--- src/rtl/toh_port_pkg.sv ---
package toh_port_pkg;

  parameter int unsigned TOH_ROWS = 9;
  parameter int unsigned TOH_COLS = 9;
  parameter int unsigned TOH_STS  = 3;
  parameter int unsigned BYTE_W   = 8;

  localparam int unsigned ROW_W = $clog2(TOH_ROWS);
  localparam int unsigned COL_W = $clog2(TOH_COLS);
  localparam int unsigned STS_W = $clog2(TOH_STS);
  localparam int unsigned BIT_W = $clog2(BYTE_W);

  typedef struct packed {
    logic [ROW_W-1:0] row;
    logic [COL_W-1:0] col;
    logic [STS_W-1:0] sts;
  } toh_pos_t;

  // Orderwire, user-channel and data-communication positions: these need an
  // explicit insert request for every bit.
  function automatic logic pos_is_restricted(logic [ROW_W-1:0] row,
                                             logic [COL_W-1:0] col);
    logic hit;
    hit = 1'b0;
    if (row == ROW_W'(1) && col >= COL_W'(3)) hit = 1'b1;
    if (row == ROW_W'(2)) hit = 1'b1;
    if (row >= ROW_W'(5) && row <= ROW_W'(7)) hit = 1'b1;
    if (row == ROW_W'(8) && col >= COL_W'(6)) hit = 1'b1;
    return hit;
  endfunction

endpackage

--- src/rtl/toh_portclk.sv ---
module toh_portclk #(
  parameter int unsigned HALF_DIV = 2
) (
  input  logic clk_i,
  input  logic rst_ni,
  output logic port_clk_o,
  output logic rise_ce_o,
  output logic fall_ce_o
);

  localparam int unsigned CNT_W = (HALF_DIV > 1) ? $clog2(HALF_DIV) : 1;
  localparam logic [CNT_W-1:0] CNT_LAST = CNT_W'(HALF_DIV - 1);

  logic [CNT_W-1:0] cnt_q, cnt_d;
  logic             pclk_q, pclk_d;
  logic             toggle;

  always_comb begin
    toggle    = (cnt_q == CNT_LAST);
    cnt_d     = toggle ? '0 : cnt_q + CNT_W'(1);
    pclk_d    = toggle ? ~pclk_q : pclk_q;
    rise_ce_o = toggle & ~pclk_q;
    fall_ce_o = toggle &  pclk_q;
  end

  always_ff @(posedge clk_i or negedge rst_ni) begin
    if (!rst_ni) begin
      cnt_q  <= '0;
      pclk_q <= 1'b0;
    end else begin
      cnt_q  <= cnt_d;
      pclk_q <= pclk_d;
    end
  end

  assign port_clk_o = pclk_q;

endmodule

--- src/rtl/toh_walker.sv ---
module toh_walker
  import toh_port_pkg::*;
#(
  parameter int unsigned IDLE_SLOTS = 16
) (
  input  logic             clk_i,
  input  logic             rst_ni,
  input  logic             rise_ce_i,
  output logic             strobe_o,
  output logic             frame_o,
  output logic [BIT_W-1:0] bit_o,
  output toh_pos_t         pos_o
);

  localparam int unsigned IDLE_W = (IDLE_SLOTS > 1) ? $clog2(IDLE_SLOTS) : 1;
  localparam logic [IDLE_W-1:0] IDLE_LAST = IDLE_W'(IDLE_SLOTS - 1);
  localparam logic [BIT_W-1:0]  BIT_LAST  = BIT_W'(BYTE_W - 1);
  localparam logic [ROW_W-1:0]  ROW_LAST  = ROW_W'(TOH_ROWS - 1);
  localparam logic [COL_W-1:0]  COL_LAST  = COL_W'(TOH_COLS - 1);
  localparam logic [STS_W-1:0]  STS_LAST  = STS_W'(TOH_STS - 1);

  logic              in_toh_q, in_toh_d;
  logic              frame_q, frame_d;
  logic [IDLE_W-1:0] idle_q, idle_d;
  logic [BIT_W-1:0]  bit_q, bit_d;
  toh_pos_t          pos_q, pos_d;

  always_comb begin
    in_toh_d = in_toh_q;
    frame_d  = frame_q;
    idle_d   = idle_q;
    bit_d    = bit_q;
    pos_d    = pos_q;
    if (rise_ce_i) begin
      frame_d = 1'b0;
      if (!in_toh_q) begin
        if (idle_q == IDLE_LAST) begin
          in_toh_d = 1'b1;
          frame_d  = 1'b1;
          idle_d   = '0;
          bit_d    = '0;
          pos_d    = '0;
        end else begin
          idle_d = idle_q + IDLE_W'(1);
        end
      end else if (bit_q != BIT_LAST) begin
        bit_d = bit_q + BIT_W'(1);
      end else begin
        bit_d = '0;
        if (pos_q.sts != STS_LAST) begin
          pos_d.sts = pos_q.sts + STS_W'(1);
        end else begin
          pos_d.sts = '0;
          if (pos_q.col != COL_LAST) begin
            pos_d.col = pos_q.col + COL_W'(1);
          end else begin
            pos_d.col = '0;
            if (pos_q.row != ROW_LAST) begin
              pos_d.row = pos_q.row + ROW_W'(1);
            end else begin
              pos_d.row = '0;
              in_toh_d  = 1'b0;
              idle_d    = '0;
            end
          end
        end
      end
    end
  end

  always_ff @(posedge clk_i or negedge rst_ni) begin
    if (!rst_ni) begin
      in_toh_q <= 1'b0;
      frame_q  <= 1'b0;
      idle_q   <= IDLE_LAST;
      bit_q    <= '0;
      pos_q    <= '0;
    end else begin
      in_toh_q <= in_toh_d;
      frame_q  <= frame_d;
      idle_q   <= idle_d;
      bit_q    <= bit_d;
      pos_q    <= pos_d;
    end
  end

  assign strobe_o = in_toh_q;
  assign frame_o  = frame_q;
  assign bit_o    = bit_q;
  assign pos_o    = pos_q;

endmodule

--- src/rtl/toh_collector.sv ---
module toh_collector
  import toh_port_pkg::*;
(
  input  logic              clk_i,
  input  logic              rst_ni,
  input  logic              fall_ce_i,
  input  logic              strobe_i,
  input  logic [BIT_W-1:0]  bit_i,
  input  toh_pos_t          pos_i,
  input  logic              data_i,
  input  logic              ins_i,
  input  logic              sw_en_i,
  output logic              valid_o,
  output logic              ext_o,
  output logic [BYTE_W-1:0] byte_o,
  output toh_pos_t          pos_o
);

  localparam logic [BIT_W-1:0] BIT_LAST = BIT_W'(BYTE_W - 1);

  logic [BYTE_W-1:0] shift_q, shift_d;
  logic              all_ok_q, all_ok_d;
  logic              valid_q, valid_d;
  logic              ext_q, ext_d;
  logic [BYTE_W-1:0] byte_q, byte_d;
  toh_pos_t          opos_q, opos_d;
  logic              restricted;
  logic              take_bit;
  logic              sample;

  always_comb begin
    restricted = pos_is_restricted(pos_i.row, pos_i.col);
    take_bit   = ins_i | (~restricted & ~ins_i & ~sw_en_i);
    sample     = fall_ce_i & strobe_i;

    shift_d  = shift_q;
    all_ok_d = all_ok_q;
    valid_d  = 1'b0;
    ext_d    = ext_q;
    byte_d   = byte_q;
    opos_d   = opos_q;
    if (sample) begin
      shift_d  = {shift_q[BYTE_W-2:0], data_i};
      all_ok_d = ((bit_i == '0) ? 1'b1 : all_ok_q) & take_bit;
      if (bit_i == BIT_LAST) begin
        valid_d = 1'b1;
        ext_d   = all_ok_d;
        byte_d  = shift_d;
        opos_d  = pos_i;
      end
    end
  end

  always_ff @(posedge clk_i or negedge rst_ni) begin
    if (!rst_ni) begin
      shift_q  <= '0;
      all_ok_q <= 1'b0;
      valid_q  <= 1'b0;
      ext_q    <= 1'b0;
      byte_q   <= '0;
      opos_q   <= '0;
    end else begin
      shift_q  <= shift_d;
      all_ok_q <= all_ok_d;
      valid_q  <= valid_d;
      ext_q    <= ext_d;
      byte_q   <= byte_d;
      opos_q   <= opos_d;
    end
  end

  assign valid_o = valid_q;
  assign ext_o   = ext_q;
  assign byte_o  = byte_q;
  assign pos_o   = opos_q;

endmodule

--- src/rtl/toh_insert_port.sv ---
module toh_insert_port
  import toh_port_pkg::*;
#(
  parameter int unsigned HALF_DIV   = 2,
  parameter int unsigned IDLE_SLOTS = 16
) (
  input  logic              clk_i,
  input  logic              rst_ni,
  input  logic              sw_ins_en_i,
  output logic              tx_oh_clk_o,
  output logic              tx_oh_frame_o,
  output logic              tx_oh_strobe_o,
  input  logic              tx_oh_data_i,
  input  logic              tx_oh_ins_i,
  input  logic [BYTE_W-1:0] int_byte_i,
  output logic              oh_valid_o,
  output logic [ROW_W-1:0]  oh_row_o,
  output logic [COL_W-1:0]  oh_col_o,
  output logic [STS_W-1:0]  oh_sts_o,
  output logic [BYTE_W-1:0] oh_byte_o,
  output logic              oh_ext_o
);

  // Reset: asserted asynchronously, released on the clock.
  logic [1:0] rst_sync_q;
  logic       rst_n_int;

  always_ff @(posedge clk_i or negedge rst_ni) begin
    if (!rst_ni) rst_sync_q <= 2'b00;
    else         rst_sync_q <= {rst_sync_q[0], 1'b1};
  end
  assign rst_n_int = rst_sync_q[1];

  logic              rise_ce, fall_ce;
  logic              strobe;
  logic [BIT_W-1:0]  cur_bit;
  toh_pos_t          cur_pos;
  toh_pos_t          res_pos;
  logic              res_ext;
  logic [BYTE_W-1:0] res_byte;

  toh_portclk #(.HALF_DIV(HALF_DIV)) u_clk (
    .clk_i      (clk_i),
    .rst_ni     (rst_n_int),
    .port_clk_o (tx_oh_clk_o),
    .rise_ce_o  (rise_ce),
    .fall_ce_o  (fall_ce)
  );

  toh_walker #(.IDLE_SLOTS(IDLE_SLOTS)) u_walk (
    .clk_i     (clk_i),
    .rst_ni    (rst_n_int),
    .rise_ce_i (rise_ce),
    .strobe_o  (strobe),
    .frame_o   (tx_oh_frame_o),
    .bit_o     (cur_bit),
    .pos_o     (cur_pos)
  );

  toh_collector u_coll (
    .clk_i     (clk_i),
    .rst_ni    (rst_n_int),
    .fall_ce_i (fall_ce),
    .strobe_i  (strobe),
    .bit_i     (cur_bit),
    .pos_i     (cur_pos),
    .data_i    (tx_oh_data_i),
    .ins_i     (tx_oh_ins_i),
    .sw_en_i   (sw_ins_en_i),
    .valid_o   (oh_valid_o),
    .ext_o     (res_ext),
    .byte_o    (res_byte),
    .pos_o     (res_pos)
  );

  assign tx_oh_strobe_o = strobe;
  assign oh_row_o       = res_pos.row;
  assign oh_col_o       = res_pos.col;
  assign oh_sts_o       = res_pos.sts;
  assign oh_ext_o       = res_ext;
  assign oh_byte_o      = res_ext ? res_byte : int_byte_i;

endmodule

--- config.mk ---
export PLATFORM = sky130hd
export DESIGN_NAME = toh_insert_port
export DESIGN_NICKNAME = d
export VERILOG_FILES = /design/src/rtl/toh_port_pkg.sv /design/src/rtl/toh_portclk.sv /design/src/rtl/toh_walker.sv /design/src/rtl/toh_collector.sv /design/src/rtl/toh_insert_port.sv
export SDC_FILE = /design/constraint.sdc
export NUM_CORES = 1
export LEC_CHECK = 0
export ABC_AREA = 1
export BUFFER_PORTS_ARGS = -buffer_cell sky130_fd_sc_hd__buf_2
export CAP_MARGIN = 20
export CELL_PAD_IN_SITES_DETAIL_PLACEMENT = 1
export CELL_PAD_IN_SITES_GLOBAL_PLACEMENT = 1
export CORE_UTILIZATION = 39
export CTS_CLUSTER_DIAMETER = 100
export DETAILED_ROUTE_END_ITERATION = 10
export HOLD_SLACK_MARGIN = 0.06
export PLACE_DENSITY_LB_ADDON = 0.1
export SETUP_SLACK_MARGIN = 0.05
export SLEW_MARGIN = 10
export SYNTH_ARGS = -nofsm -noshare
export SYNTH_HDL_FRONTEND = slang
export SYNTH_SLANG_ARGS = --single-unit
--- constraint.sdc ---
create_clock -name clk_i -period 1.4 [get_ports clk_i]
set_input_delay 0.14 -clock clk_i [delete_from_list [all_inputs] [get_ports clk_i]]
set_output_delay 0.14 -clock clk_i [all_outputs]
set_load 0.005 [all_outputs]
# Yosys cells after proc, flatten, opt, wreduce, memory -nomap -nowiden
# Index checks and enable logic that the tools add are counted.
# W data, S select, Z words.
[totals]
reg_bits = 51
in_bits = 13
out_inout_bits = 23
elab_cells = 96
[op_classes]
n_addsub = 6
n_lt_le_gt_ge = 4
n_eq_ne = 13
n_mux = 33
n_bitwise = 11
n_reduce_logical = 11
[ops]
columns = ["cell", "n"]
rows = [
  ["$mux W4", 9],
  ["$mux W10", 3],
  ["$mux W8", 2],
  ["$mux W1", 15],
  ["$add A4 B1 Y4 const B", 3],
  ["$ne A2 B2 Y1 const B", 5],
  ["$reduce_and A5 Y1", 2],
  ["$mux W3", 3],
  ["$eq A4 B4 Y1 const B", 2],
  ["$ge A4 B3 Y1 const B", 2],
  ["$ne A4 B4 Y1 const B", 2],
  ["$and A1 B1 Y1", 6],
  ["$eq A4 B1 Y1 const B", 1],
  ["$eq A4 B2 Y1 const B", 1],
  ["$ge A4 B2 Y1 const B", 1],
  ["$le A4 B3 Y1 const B", 1],
  ["$not A1 Y1", 4],
  ["$reduce_and A2 Y1", 2],
  ["$reduce_and A4 Y1", 1],
  ["$add A3 B1 Y3 const B", 1],
  ["$eq A3 B3 Y1 const B", 1],
  ["$logic_and A1 B1 Y1", 3],
  ["$logic_not A3 Y1", 1],
  ["$ne A3 B3 Y1 const B", 1],
  ["other kinds (6)", 6],
]

# Depth between registers and ports, before layout
[logic_depth]
ltp_word = 11
mapped_depth = 10
mapped_depth_nobuf = 10

# Cells and area by module
# From an unflattened synthesis, not the netlist that was laid out.
[hier_totals]
hier_cells = 314
hier_area_um2 = 2547.4
[modules_own_cells]
columns = ["mod", "n_inst", "cells_each", "area_per_inst_um2", "seq_area_each_um2"]
rows = [
  ["toh_collector", 1, 133, 1162.4, 700.7],
  ["toh_walker", 1, 142, 1146.1, 480.5],
  ["toh_insert_port", 1, 29, 158.9, 50.0],
  ["toh_portclk", 1, 10, 80.1, 50.0],
]

# Worst setup path after synthesis
# No wires, ideal clock.
[synth_timing]
path_kind = "register to register"
from = "reg u_walk.idle_q[0]"
to = "reg u_walk.pos_q, in the netlist u_walk.pos_o[6]"
setup_time_ns = 0.076
t_arrival_ns = 1.446
required_ns = 1.324
slack_ns = -0.123
stages_incl_launch_ff = 10
path_buffers = 0
period_less_slack_ns = 1.523
cell_sequence = "dfstp_2 > ha_1 > nand3_1 > nand2_4 > nand2_4 > nor2_8 > nand2_4 > nor2_8 > nand3_1 > o21ai_1"
[synth_via]
elab_chain_cells = 3
[synth_lines]
columns = ["element", "line", "rtl"]
rows = [
  ["from (decl)", "toh_walker.sv:24", "logic [IDLE_W-1:0] idle_q, idle_d;"],
  ["from (signal assigned)", "toh_walker.sv:81", "idle_q <= idle_d;"],
  ["$eq A4 B4 Y1", "toh_walker.sv:37", "if (idle_q == IDLE_LAST) begin"],
  ["$reduce_bool A2 Y1 (no line)", "--", ""],
  ["$reduce_and A5 Y1 (no line)", "--", ""],
  ["to (signal assigned)", "toh_walker.sv:83", "pos_q <= pos_d;"],
  ["to (decl)", "toh_walker.sv:26", "toh_pos_t pos_q, pos_d;"],
]
# Every way passes these cells.
# A chain may end at the register's enable or synchronous reset.

# Final worst setup path
[layout_timing]
from = "reg u_walk.bit_q[1], in the netlist u_walk.bit_o[1]"
to = "reg u_walk.pos_q, in the netlist u_walk.pos_o[1]"
[layout_via]
elab_chain_cells = 3
[layout_lines]
columns = ["element", "line", "rtl"]
rows = [
  ["from (decl)", "toh_walker.sv:25", "logic [BIT_W-1:0] bit_q, bit_d;"],
  ["from (signal assigned)", "toh_walker.sv:82", "bit_q <= bit_d;"],
  ["$ne A3 B3 Y1", "toh_walker.sv:46", "end else if (bit_q != BIT_LAST) begin"],
  ["$ne A2 B2 Y1 (no line)", "--", ""],
  ["$reduce_and A3 Y1 (no line)", "--", ""],
]
# Every way passes these cells.

==> metrics.yaml <==
holdCritPathClass: "primary input to async pin"
cts.sinks: 51
max-cap-violations: 0
yosysTopAreaCell: "dfrtp_1"
synthMuxAreaShare_pct: 3.58
antenna_cells: 0
grt_usage_pct: 22.2
ys_warn_count: 0
worst_setup_path_end_kind: "flip-flop"
place_congestion: 0.747
cts-root-buf: "clkbuf_8"
grt_overflow: 0
grt_pass1_vias: 2298
port_buffers: 35
dp_hpwl_um: 4450
synthXorXnorAreaFrac_pct: 1.04
core-area_sq_mm: 0.00606
crit_arrival_ps: 1810
netlist_area_sq_mm: 0.00252
synth.distinct_cells: 32
crit_slowest_cell: "dfrtp_1"
r2r_end: "u_walk.pos_o[1]"
wl_um: 8110
synthCells: 271
synth_top_area_share_pct: 46.7
startpoint_type: "flip-flop"
p_per_area_mw_per_mm2: 626
synth_simple_gate_area_share_pct: 22.6
place_ws_ps: -116
via_count: 2246
fin_skew_ps: 6.77
max_freq_mhz: 620
cts_made_buffers: 5
dieArea_sq_mm: 0.00678
seq_area_frac_synth_pct: 50.9
max_stage_delay_ps: 400
firstDrtPassIters: 4
violations: "setup timing"
crit_family: "flip-flops"
setup_viol: 24
required_ps: 1600
clock_latency_ps: 310
async_flop_share_pct: 100
r2r_start: "u_walk.bit_o[1]"
synth.most_common_cell: "nand2_1"
clkTransAtPathRegs_ps: 100
drive_gt1_share_pct: 55.2
n_fill_cell: 661
ys_ff_latch: 51
initial_core_util_pct: 41.5
cts.htree.levels: 2
syn-num-nets: 295
finalWorstSetupSlack_ps: -214
synth_compound_area_share_pct: 8.65
clock_path_buffers: 2
die_w_um: 82.3
avgSynthCellArea_sq_um: 9.29
pin_count: 36
leakagePower_nw: 1.97
hold_violations: 0
syn2layout_area_growth_pct: 56.4
hold_ws_ps: 124
synth_top_family_by_area: "simple AND/OR/NAND/NOR gates"
finalNetCount: 396
antenna_left: 0
critPathMaxFanout: 4
drv_slew: 0
final_area_sq_mm: 0.00394
synth_fa_ha_area_share_pct: 5.47
dpl_cell_area_sq_mm: 0.00310
synthTopCellsByArea: "dfrtp_1 (47%), nand2_1 (9.5%), ha_1 (5.5%)"
regToRegSetupSlack_ps: -210
wl_per_cell_um: 18.1
drt_iter0_drc: 74
rows: 28
synthFlopType: "dfrtp_1"
grt_start_max_net_pins: 28
avgViaCountPerCell: 5.01
status: "finished with violations"
final.period_utilization_pct: 115
grt_pass1_wl_um: 10900
path_buf_inv: 2
worst-setup-path-type: "flip-flop to flip-flop"
grt_setup_unrepaired: "yes"
synth_commonest_cells: "nand2_1 (64), dfrtp_1 (47), inv_1 (29)"
peakVddDrop_mv: 0.488
utilization_pct: 65.0
critical_path.cell_chain: "ha_2, ha_4, nor2_4, nor2_8, buf_4, buf_6, nand4_1, o21ai_1"
synth_edf_count: 0
drc: 0
antenna_found_initial: 0
period_minus_slack_ps: 1610
rr_worst_depth: 8
tritoncts: "built"
die_h_um: 82.3
cp.depth: 8
per-layer routing:
layer  routed length (um)  up-vias  track usage, %
met5                    0        -               0
met4                  109        0            5.79
met3                  183       11            3.96
met2                 4450       39            38.9
met1                 3370     1119            28.2
li1                     -     1077               -
how the worst max path moves through the flow:
stage | from | end | slack (ps)
5_1_grt | u_walk.bit_o[1] | u_walk.pos_o[0] | -280
3_5_place_dp | u_walk.pos_o[7] | u_walk.idle_q[0] | -120
2_1_floorplan | u_walk.idle_q[0] | u_walk.pos_o[6] | -70
3_3_place_gp | u_walk.idle_q[0] | u_walk.pos_o[7] | -70
4_1_cts | u_walk.idle_q[1] | u_walk.pos_o[6] | -110
6_report | u_walk.bit_o[1] | u_walk.pos_o[1] | -210
sequential cells by signal (all words and copies together) (netlist names):
signal / flops
u_walk.pos_o: 10
u_clk.port_clk_o: 1
u_walk.strobe_o: 1
u_clk.cnt_q: 1
u_walk.frame_o: 1
u_walk.bit_o: 3
u_coll.valid_o: 1
u_coll.shift_q: 7
u_walk.idle_q: 4
u_coll.ext_o: 1
u_coll.all_ok_q: 1
rst_sync_q: 2
u_coll.byte_o: 8
u_coll.pos_o: 10
where the power goes:
part           leakage (nW)  total, W  switching [W]  internal, W
logic                  1.26  0.000104      0.0000439    0.0000602
registers             0.675   0.00149      0.0000107      0.00148
clock network        0.0402  0.000874       0.000525     0.000349
logic make-up (layout without fill, tap and decap cells):
logic type / Yosys count / after routing
other: 1 / 1
adder cells (fa/ha/maj): 11 / 11
AND/OR/NAND/NOR: 111 / 111
flip-flops: 51 / 51
multiplexers: 8 / 8
buffers and inverters: 44 / 146
XOR/XNOR: 3 / 3
AO/OA/AOI/OAI: 42 / 42
cell type report:
type                    count  area [sq um]  share of cell area (%)
flip-flops and latches     51          1280                    32.6
inverters                  36           153                    3.88
well taps                  75          93.8                    2.38
clock buffers               5          68.8                    1.75
clock inverters             3          20.0                   0.508
multi-input cells         176          1400                    35.6
repair buffers            102           917                    23.3
through the flow:
stage	power (W)	TNS, ps	cells
2_1_floorplan	0.00154	-307	271
3_5_place_dp	0.00159	-1260	411
4_1_cts	0.00249	-1170	435
6_report	0.00246	-1920	448
5_1_grt	0.00256	-4100	448
3_3_place_gp	0.00159	-488	411
placed cells by master (no fill, tap or decap), types with 2 or more instances in the layout:
cell,count
dfrtp_1,44
buf_4,43
nand2_1,41
buf_2,27
inv_1,21
buf_6,21
o21ai_1,20
nand2_2,13
nand2_4,13
o21ai_2,13
inv_2,10
nand3_1,9
mux2_4,8
nor2_1,8
nand3_2,8
o21ai_0,6
ha_4,6
clkbuf_8,5
buf_12,5
inv_4,4
nor2_4,4
ha_1,4
dfstp_2,4
nor2_8,3
clkbuf_16,3
dfrtp_2,3
nand3_4,2
xor2_1,2
nor3_1,2
nand4_1,2
clkinvlp_4,2
dlygate4sd3_1,2
what timing repair did:
action	CTS	global route
setup buffers	14	12
endpoints found under the setup margin	44	45
endpoints found under the hold margin	3	0
resized for setup	63	59
gates cloned	2	3
hold buffers	2	0
pin swaps	14	14
No activity file was read; power rests on OpenSTA's default activity.
